<file path="src/rtl/rxs_pkg.sv">
package rxs_pkg;
  localparam int STAT_W   = 8;
  localparam int BIT_RDF  = 7;
  localparam int BIT_OVR  = 6;
  localparam int BIT_PAR  = 5;
  localparam int BIT_FRM  = 4;
  localparam int BIT_RIE  = 3;
  localparam int BIT_CTSE = 2;
  localparam int BIT_TDE  = 1;
  localparam int BIT_TIE  = 0;

  localparam int N_ERR   = 3;
  localparam int ERR_OVR = 0;
  localparam int ERR_PAR = 1;
  localparam int ERR_FRM = 2;

  typedef struct packed {
    logic rie;
    logic ctse;
    logic tie;
  } ctl_bits_t;
endpackage

</file>
<file path="src/rtl/rxs_hold.sv">
module rxs_hold #(
  parameter int DATA_W = 8
) (
  input  logic              clk,
  input  logic              rst_n,
  input  logic              flush,
  input  logic              byte_valid,
  input  logic [DATA_W-1:0] byte_data,
  input  logic              rd_strobe,
  output logic              full,
  output logic [DATA_W-1:0] data,
  output logic              load,
  output logic              lost
);
  logic accept;

  assign accept = byte_valid & ~flush;
  assign load   = accept & (~full | rd_strobe);
  assign lost   = accept & full & ~rd_strobe;

  always_ff @(posedge clk) begin
    if (!rst_n) begin
      full <= 1'b0;
      data <= '0;
    end else begin
      if (load) data <= byte_data;
      if (flush)          full <= 1'b0;
      else if (load)      full <= 1'b1;
      else if (rd_strobe) full <= 1'b0;
    end
  end

  AST_FULL_AFTER_LOAD: assert property (@(posedge clk) disable iff (!rst_n)
    load |=> full);
  AST_KEEP_ON_LOSS: assert property (@(posedge clk) disable iff (!rst_n)
    lost |=> (full && $stable(data)));
  AST_FLUSH_EMPTY: assert property (@(posedge clk) disable iff (!rst_n)
    flush |=> (!full && $stable(data)));
  AST_READ_EMPTIES: assert property (@(posedge clk) disable iff (!rst_n)
    (rd_strobe && !byte_valid && !flush) |=> !full);
endmodule

</file>
<file path="src/rtl/rxs_errflags.sv">
module rxs_errflags #(
  parameter int N = 3
) (
  input  logic         clk,
  input  logic         rst_n,
  input  logic         flush,
  input  logic [N-1:0] set_vec,
  input  logic         clr_req,
  output logic [N-1:0] flags
);
  for (genvar i = 0; i < N; i++) begin : g_flag
    always_ff @(posedge clk) begin
      if (!rst_n)          flags[i] <= 1'b0;
      else if (flush)      flags[i] <= 1'b0;
      else if (set_vec[i]) flags[i] <= 1'b1;
      else if (clr_req)    flags[i] <= 1'b0;
    end

    AST_STICKY: assert property (@(posedge clk) disable iff (!rst_n)
      (flags[i] && !flush && !clr_req) |=> flags[i]);
    AST_SET_WINS: assert property (@(posedge clk) disable iff (!rst_n)
      (set_vec[i] && !flush) |=> flags[i]);
    AST_CLR_EFFECT: assert property (@(posedge clk) disable iff (!rst_n)
      (clr_req && !set_vec[i]) |=> !flags[i]);
  end
endmodule

</file>
<file path="src/rtl/rxs_ctlbits.sv">
module rxs_ctlbits
  import rxs_pkg::*;
(
  input  logic              clk,
  input  logic              rst_n,
  input  logic              wr,
  input  logic [STAT_W-1:0] wdata,
  output ctl_bits_t         ctl
);
  always_ff @(posedge clk) begin
    if (!rst_n) begin
      ctl <= '0;
    end else if (wr) begin
      ctl.rie  <= wdata[BIT_RIE];
      ctl.ctse <= wdata[BIT_CTSE];
      ctl.tie  <= wdata[BIT_TIE];
    end
  end

  AST_CTL_HOLD: assert property (@(posedge clk) disable iff (!rst_n)
    !wr |=> $stable(ctl));
endmodule

</file>
<file path="src/rtl/rx_status_flags.sv">
module rx_status_flags
  import rxs_pkg::*;
#(
  parameter int DATA_W = 8
) (
  input  logic              clk,
  input  logic              rst_n,
  input  logic              byte_valid,
  input  logic [DATA_W-1:0] byte_data,
  input  logic              byte_par_err,
  input  logic              byte_frm_err,
  input  logic              par_check_en,
  input  logic              rdr_read,
  input  logic              efr_wr,
  input  logic              efr_wdata,
  input  logic              carrier_hi,
  input  logic              io_stop,
  input  logic              stat_wr,
  input  logic [7:0]        stat_wdata,
  input  logic              tx_empty,
  output logic              rx_full,
  output logic              overrun,
  output logic              par_err,
  output logic              frm_err,
  output logic [DATA_W-1:0] rdr_data,
  output logic [7:0]        status_word,
  output logic              rx_irq
);
  logic             flush;
  logic             load;
  logic             lost;
  logic             clr_req;
  logic [N_ERR-1:0] err_set;
  logic [N_ERR-1:0] err_q;
  ctl_bits_t        ctl;

  assign flush   = carrier_hi | io_stop;
  assign clr_req = efr_wr & ~efr_wdata;

  rxs_hold #(.DATA_W(DATA_W)) u_hold (
    .clk        (clk),
    .rst_n      (rst_n),
    .flush      (flush),
    .byte_valid (byte_valid),
    .byte_data  (byte_data),
    .rd_strobe  (rdr_read),
    .full       (rx_full),
    .data       (rdr_data),
    .load       (load),
    .lost       (lost)
  );

  always_comb begin
    err_set          = '0;
    err_set[ERR_OVR] = lost;
    err_set[ERR_PAR] = load & byte_par_err & par_check_en;
    err_set[ERR_FRM] = load & byte_frm_err;
  end

  rxs_errflags #(.N(N_ERR)) u_err (
    .clk     (clk),
    .rst_n   (rst_n),
    .flush   (flush),
    .set_vec (err_set),
    .clr_req (clr_req),
    .flags   (err_q)
  );

  rxs_ctlbits u_ctl (
    .clk   (clk),
    .rst_n (rst_n),
    .wr    (stat_wr),
    .wdata (stat_wdata),
    .ctl   (ctl)
  );

  assign overrun = err_q[ERR_OVR];
  assign par_err = err_q[ERR_PAR];
  assign frm_err = err_q[ERR_FRM];

  always_comb begin
    status_word           = '0;
    status_word[BIT_RDF]  = rx_full;
    status_word[BIT_OVR]  = overrun;
    status_word[BIT_PAR]  = par_err;
    status_word[BIT_FRM]  = frm_err;
    status_word[BIT_RIE]  = ctl.rie;
    status_word[BIT_CTSE] = ctl.ctse;
    status_word[BIT_TDE]  = tx_empty;
    status_word[BIT_TIE]  = ctl.tie;
  end

  assign rx_irq = ctl.rie & (rx_full | overrun | par_err | frm_err);

  AST_NO_PAR_WHEN_OFF: assert property (@(posedge clk) disable iff (!rst_n)
    (!par_check_en && !par_err) |=> !par_err);
  AST_IRQ_NEEDS_FLAG: assert property (@(posedge clk) disable iff (!rst_n)
    rx_irq |-> (status_word[7:4] != 4'b0));
  AST_STOP_CLEARS: assert property (@(posedge clk) disable iff (!rst_n)
    flush |=> (status_word[7:4] == 4'b0));
endmodule

</file>
<file path="config.mk">
export PLATFORM = sky130hd
export DESIGN_NAME = rx_status_flags
export DESIGN_NICKNAME = d
export VERILOG_FILES = /design/src/rtl/rxs_pkg.sv /design/src/rtl/rxs_hold.sv /design/src/rtl/rxs_errflags.sv /design/src/rtl/rxs_ctlbits.sv /design/src/rtl/rx_status_flags.sv
export SDC_FILE = /design/constraint.sdc
export NUM_CORES = 1
export LEC_CHECK = 0
export ABC_AREA = 1
export BUFFER_PORTS_ARGS = -buffer_cell sky130_fd_sc_hd__buf_2
export CAP_MARGIN = 20
export CORE_MARGIN = 1
export CORE_UTILIZATION = 40
export CTS_BUF_LIST = sky130_fd_sc_hd__clkbuf_4
export CTS_CLUSTER_SIZE = 10
export DETAILED_ROUTE_END_ITERATION = 8
export PLACE_DENSITY = 0.91
export SYNTH_ARGS = -nofsm -noshare
export SYNTH_HDL_FRONTEND = slang
export SYNTH_SLANG_ARGS = --single-unit
</file>
<file path="constraint.sdc">
create_clock -name clk -period 1.03 [get_ports clk]
set_input_delay 0.206 -clock clk [delete_from_list [all_inputs] [get_ports clk]]
set_output_delay 0.206 -clock clk [all_outputs]
set_load 0.02 [all_outputs]
</file>
==> impl_metrics.csv, run 1 <==
group,metric,value,unit
setup_path,worst-setup-path-type,"reg2out",
sta,timing.max_slew.rel_slack,0.866,
clocking,cts_tree,"built",
clocking,clk_pin_slew,0.09,ns
clocking,cts_max_path_buffers,2,
floorplan,chipHeight,42.9,um
synthesis,postSynth.topFlopCell,"sky130_fd_sc_hd__dfxtp_1",
detailed_routing,avgViaCountPerCell,4.70,
sta,hold_viol,0,
sta,timing.setup.tns,-0.974,ns
synthesis,netlist.top_cell.by_area,"sky130_fd_sc_hd__dfxtp_1",
sta,clock-skew-final,0.00303,ns
pwr,peakVddDrop,0.000832,V
clocking,cts_htree_levels,1,
finish,num_antenna_cells,0,
job,cap_viol_max_count,0,
setup_path,worstPathCellList,"nor4_4 > nor2_1 > buf_4",
finish,filler_cell_count,140,
sta,final.setup.worst_slack,-0.290,ns
setup_path,cp_max_fo,2,
synthesis,synth_cell_types,13,
floorplan,start_util,0.434,
pwr,power.static_leakage,0.576,nW
clocking,number_of_buffers_inserted_during_clock_tree_synthesis,3,
global_routing,grt_antenna_before_repair,0,
detailed_routing,first_pass_iters,4,
setup_path,critical_path_required,0.82,ns
floorplan,placement_rows,14,
finish,seqCellArea,312,sq um
global_routing,grt_pass1_vias,605,
finish,post_route_cells_drive_above_1_share,0.461,
floorplan,die_x,42.9,um
finish,multi_input_area,312,sq um
synthesis,synth-async-reset-ratio,0,
synthesis,synthCells,93,
sta,max_freq,0.757,GHz
finish,final_non_filler_cell_total,157,
synthesis,yosys-top-cells-count,"sky130_fd_sc_hd__nand2_1, sky130_fd_sc_hd__nor2_1, sky130_fd_sc_hd__dfxtp_1, sky130_fd_sc_hd__inv_1, sky130_fd_sc_hd__buf_4",
detailed_routing,route.vias.total,738,
setup_path,timing.critical_path.from_type,"flop",
clocking,worst_skew_pair.late_latency,0.28,ns
clocking,cts.sinks,15,
run_status,result_of_the_run,"complete, but fails checks",
sta,final.hold.worst_slack,0.147,ns
floorplan,core_area,1540,sq um
synthesis,number_of_enable_type_register_cells_in_the_synthesized_netlist,0,
setup_path,cpPeakStageDelay,0.35,ns
sta,report.final.setup_viol,9,
finish,syn2layout_area_growth,58.5,%
synthesis,seq_area_frac_synth,0.449,
pwr,power_density,1120,nW/um^2
setup_path,slowest_stage,"sky130_fd_sc_hd__dfxtp_2",
synthesis,mappedNetlistNets,122,
synthesis,postSynthAreaPerCell,7.20,sq um
sta,rsz0062_at_grt,"yes",
sta,timing_worst_slew_pin_value,0.199,ns
sta,fin_crit,1.32,ns
place,gp_routability_congestion,0.802,
place,pre_cts_slack,0.0169,ns
detailed_routing,drt.antenna.violating_nets,0,
setup_path,timing.critical_path.to_type,"primary output",
detailed_routing,initialDrtViolationCount,8,
min_path,worstHoldPathType,"in2reg",
synthesis,ys_ff_latch,15,
finish,number_of_nets_in_the_final_layout,171,
synthesis,cell_area_synth,669,sq um
global_routing,overflow,0,
floorplan,dieArea,1840,sq um
synthesis,synth-warning-count,0,
sta,drv_slew,0,
clocking,cts-root-buf,"sky130_fd_sc_hd__clkbuf_4",
synthesis,yosysTopAreaCellShare,0.449,
synthesis,netlist_top_cells_area,"sky130_fd_sc_hd__dfxtp_1, sky130_fd_sc_hd__nand2_1, sky130_fd_sc_hd__nor2_1, sky130_fd_sc_hd__inv_1, sky130_fd_sc_hd__buf_4",
global_routing,groute.usage.overall,0.171,
sta,layout_worst_path_cycle_share,1.28,
detailed_routing,detail_route.wl_per_cell,12.1,um
global_routing,grt_pass1_wl,2300,um
place,dpl.hpwl,1100,um
place,place.port_buffers,42,
global_routing,pin_count_of_the_biggest_net_entering_global_routing,18,
setup_path,crit_arrival,1.11,ns
place,dpl.cell_count,148,
detailed_routing,wirelength,1890,um
floorplan,io_pins,50,
run_status,violated_checks,"setup timing",
detailed_routing,remaining_drc_errors,0,
layout by cell type (no fill, tap or decap), types with 2 or more instances in the layout:
master	count
sky130_fd_sc_hd__o21ai_0	3
sky130_fd_sc_hd__a21oi_1	5
sky130_fd_sc_hd__dfxtp_1	10
sky130_fd_sc_hd__nand2_1	21
sky130_fd_sc_hd__buf_4	10
sky130_fd_sc_hd__buf_6	11
sky130_fd_sc_hd__dfxtp_2	3
sky130_fd_sc_hd__buf_2	28
sky130_fd_sc_hd__nor2_1	21
sky130_fd_sc_hd__inv_1	13
sky130_fd_sc_hd__nand3_4	2
sky130_fd_sc_hd__nand4_1	3
sky130_fd_sc_hd__dfxtp_4	2
sky130_fd_sc_hd__clkbuf_4	4
layer usage:
layer | vias to the layer above | track usage | wire length (um)
met4 | 0 | 0.131 | 36
met3 | 4 | 0.0383 | 73
met1 | 329 | 0.165 | 721
li1 | 376 | - | -
met2 | 29 | 0.306 | 1060
met5 | - | 0 | 0
final timing paths:
check,from,cells after the start,endpoint,slack [ns]
setup / recovery,u_err.flags[1]$_SDFFE_PP0P_,3,rx_irq,-0.29
hold reg to reg,u_ctl.ctl[2]$_SDFFE_PN0P_,2,u_ctl.ctl[2]$_SDFFE_PN0P_,0.50
hold / removal,byte_data[5],3,u_hold.data[5]$_SDFFE_PN0P_,0.15
setup reg to reg,u_hold.full$_SDFFE_PP0P_,5,u_hold.data[7]$_SDFFE_PN0P_,-0.02
power breakdown:
group / switching, mW / total [mW] / internal, mW
combinational: 0.120 / 0.209 / 0.0893
sequential: 0.0126 / 0.613 / 0.601
clock: 0.186 / 0.363 / 0.176
timing repair:
action | in CTS | in global routing
gates resized for setup | 12 | 21
setup endpoints to repair | 5 | 22
gates cloned | 0 | 2
setup buffers | 2 | 3
hold buffers | 0 | 0
pin swaps | 2 | 0
metrics by stage:
stage | utilization | power (mW) | instance area [sq um]
6_report | 0.688 | 1.18 | 1060
3_3_place_gp | 0.570 | 0.809 | 878
2_1_floorplan | - | 0.742 | 674
5_1_grt | 0.688 | 1.26 | 1060
4_1_cts | 0.621 | 1.18 | 957
3_5_place_dp | 0.570 | 0.816 | 878
logic make-up after synthesis:
group,synth area share
and+or+nand+nor,0.335
buffers and inverters,0.157
DFF,0.449
AOI/OAI and AO/OA,0.0598
worst max-delay path, delay by kind of cell, from the launching register on:
family / cells / cell delay (ns)
DFF: 1 / 0.35
and+or+nand+nor: 2 / 0.34
buffers and inverters: 1 / 0.16
cell type report:
type,count,share of cell area
Timing Repair Buffer,49,0.320
Inverter,13,0.0460
Clock buffer,4,0.0283
Tap cell,16,0.0189
Sequential cell,15,0.294
Multi-Input combinational cell,60,0.294
state kept, by name, summed over array words and instances, names as in the netlist:
register	count
u_err.flags	3
u_hold.full	1
u_hold.data	8
u_ctl.ctl	3
No activity file was read; power rests on OpenSTA's default activity.
==> run 2, diff against run 1 <==
--- a/config.mk
+++ b/config.mk
@@ -9,11 +9,11 @@
 export BUFFER_PORTS_ARGS = -buffer_cell sky130_fd_sc_hd__buf_2
 export CAP_MARGIN = 20
 export CORE_MARGIN = 1
-export CORE_UTILIZATION = 40
+export CORE_UTILIZATION = 30
 export CTS_BUF_LIST = sky130_fd_sc_hd__clkbuf_4
 export CTS_CLUSTER_SIZE = 10
 export DETAILED_ROUTE_END_ITERATION = 8
-export PLACE_DENSITY = 0.91
+export PLACE_DENSITY = 0.74
 export SYNTH_ARGS = -nofsm -noshare
 export SYNTH_HDL_FRONTEND = slang
 export SYNTH_SLANG_ARGS = --single-unit
==> impl_metrics.csv, run 2 (synthesis gave the netlist of run 1 again) <==
group,metric,value,unit
finish,mostFrequentLayoutCells,"sky130_fd_sc_hd__buf_2, sky130_fd_sc_hd__nor2_1, sky130_fd_sc_hd__nand2_1, sky130_fd_sc_hd__inv_1, sky130_fd_sc_hd__dfxtp_1",
finish,number_of_nets_in_the_final_layout,170,
pwr,power.static_leakage,0.560,nW
place,place.port_buffers,42,
pwr,p_total,1.18,mW
detailed_routing,route.vias.total,714,
clocking,cts_tree,"built",
global_routing,overflow,0,
floorplan,placement_rows,16,
setup_path,cp_max_fo,2,
pwr,swShare,0.269,
setup_path,crit_arrival,1.14,ns
sta,layout_worst_path_cycle_share,1.30,
detailed_routing,initialDrtViolationCount,7,
setup_path,reg2reg_to,"u_err.flags[2]$_SDFFE_PP0P_",
floorplan,start_util,0.331,
finish,fin_util,0.528,
sta,max_freq,0.745,GHz
run_status,violated_checks,"setup timing",
global_routing,grt_antenna_before_repair,0,
setup_path,crit_end,"rx_irq",
setup_path,worstReg2RegStart,"u_hold.full$_SDFFE_PP0P_",
clocking,cts_max_path_buffers,2,
clocking,cts_htree_levels,1,
pwr,power_frac_clock,0.304,
detailed_routing,remaining_drc_errors,0,
finish,post_route_cells_drive_above_1_share,0.464,
clocking,clk_pin_slew,0.09,ns
setup_path,critical_path_required,0.82,ns
place,pre_cts_slack,-0.0376,ns
detailed_routing,first_pass_iters,4,
clocking,cts-root-buf,"sky130_fd_sc_hd__clkbuf_4",
global_routing,grt_pass1_wl,2560,um
global_routing,pin_count_of_the_biggest_net_entering_global_routing,18,
pwr,peakVddDrop,0.000526,V
floorplan,die_x,49.2,um
finish,num_antenna_cells,0,
clocking,ctsHoldBuffers,0,
sta,timing.max_slew.rel_slack,0.857,
detailed_routing,avgViaCountPerCell,4.28,
finish,largestRegisters,"u_hold.data x8, u_ctl.ctl x3, u_err.flags x3",
finish,largest_register_ffs,8,
place,gp_routability_congestion,0.753,
pwr,pwr-share-seq,0.519,
sta,clock-skew-final,0.000455,ns
detailed_routing,drt.antenna.violating_nets,0,
clocking,worst_skew_pair.late_latency,0.27,ns
detailed_routing,wirelength,1740,um
setup_path,ff2ff_setup_slack,0.06,ns
clocking,cts.sinks,15,
job,cap_viol_max_count,0,
setup_path,timing.critical_path.from,"u_hold.full$_SDFFE_PP0P_",
detailed_routing,detail_route.wl_per_cell,10.4,um
finish,top_reg_by_flops,"u_hold.data",
pwr,p_int,0.863,mW
pwr,portion_of_total_power_attributed_to_combinational_logic,0.178,
sta,drv_slew,0,
finish,final_common_cell,"sky130_fd_sc_hd__buf_2",
floorplan,chipHeight,49.2,um
sta,rsz0062_at_grt,"yes",
setup_path,worst-setup-path-type,"reg2out",
clocking,number_of_buffers_inserted_during_clock_tree_synthesis,3,
setup_path,timing.critical_path.to_type,"primary output",
floorplan,core_area,2020,sq um
sta,timing_worst_slew_pin_value,0.212,ns
global_routing,grt_pass1_vias,621,
sta,report.final.setup_viol,5,
run_status,result_of_the_run,"complete, but fails checks",
pwr,power_density,1100,nW/um^2
global_routing,groute.usage.overall,0.139,
floorplan,io_pins,50,
sta,fin_crit,1.34,ns
floorplan,dieArea,2420,sq um
pwr,total_switching_power,0.317,mW
sta,final.setup.worst_slack,-0.313,ns
sta,hold_viol,0,
finish,syn2layout_area_growth,59.6,%
place,dpl.hpwl,1170,um
setup_path,reg2regPathDepth,5,
setup_path,timing.critical_path.from_type,"flop",
min_path,worstHoldPathType,"in2reg",
## run 2: cell types whose count changed in the layout (fill, tap and decap cells not counted), sizes merged
cell,delta
buf,-1
## run 2: final cells by class
class	instances	area, sq um
Clock buffer	4	30.0
Fill cell	202	953
Inverter	13	48.8
Multi-Input combinational cell	60	325
Sequential cell	15	310
Tap cell	27	33.8
Timing Repair Buffer	48	320
## run 2: how the worst min path moves through the flow
stage	from	endpoint	slack, ns	cells past startpoint
floorplan	stat_wdata[0]	u_ctl.ctl[0]$_SDFFE_PN0P_	0.34	2
global placement	tx_empty	status_word[1]	0.41	0
detailed placement	tx_empty	status_word[1]	0.41	0
CTS	byte_data[7]	u_hold.data[7]$_SDFFE_PN0P_	0.14	3
global route	byte_data[4]	u_hold.data[4]$_SDFFE_PN0P_	0.16	3
finish	byte_data[0]	u_hold.data[0]$_SDFFE_PN0P_	0.14	3
## run 2: power by group through the flow
stage	clock (mW)	sequential, mW	combinational [mW]
CTS	0.376	0.617	0.193
global placement	0	0.629	0.183
floorplan	0	0.662	0.0792
finish	0.358	0.612	0.210
global route	0.394	0.615	0.233
detailed placement	0	0.631	0.188
## run 2: layer usage
layer | global-route usage | vias up | wire length (um)
li1 | - | 377 | -
met1 | 0.146 | 312 | 697
met2 | 0.251 | 25 | 953
met3 | 0.0436 | 0 | 89
met4 | 0.0588 | 0 | 0
met5 | 0 | - | 0
## run 2: what timing repair did
action,in CTS,in global routing
resized for setup,12,19
buffers inserted,1,2
gates cloned,0,2
pin swaps,2,2
setup endpoints to repair,5,20
## run 2: worst max-delay path: stages (launching register included)
cell and delay (ns):
sky130_fd_sc_hd__dfxtp_2 0.35, sky130_fd_sc_hd__nor4_4 0.28, sky130_fd_sc_hd__nor2_1 0.07, sky130_fd_sc_hd__buf_4 0.16
## run 2: stage by stage
stage               setup TNS [ns]  hold WS (ns)  instance area [sq um]  std cells
floorplan                        0         0.341                    674         93
global placement                 0         0.412                    892        159
detailed placement         -0.0376         0.412                    892        159
CTS                         -0.729         0.135                    971        164
global route                 -1.06         0.158                   1070        167
finish                      -0.772         0.135                   1070        167
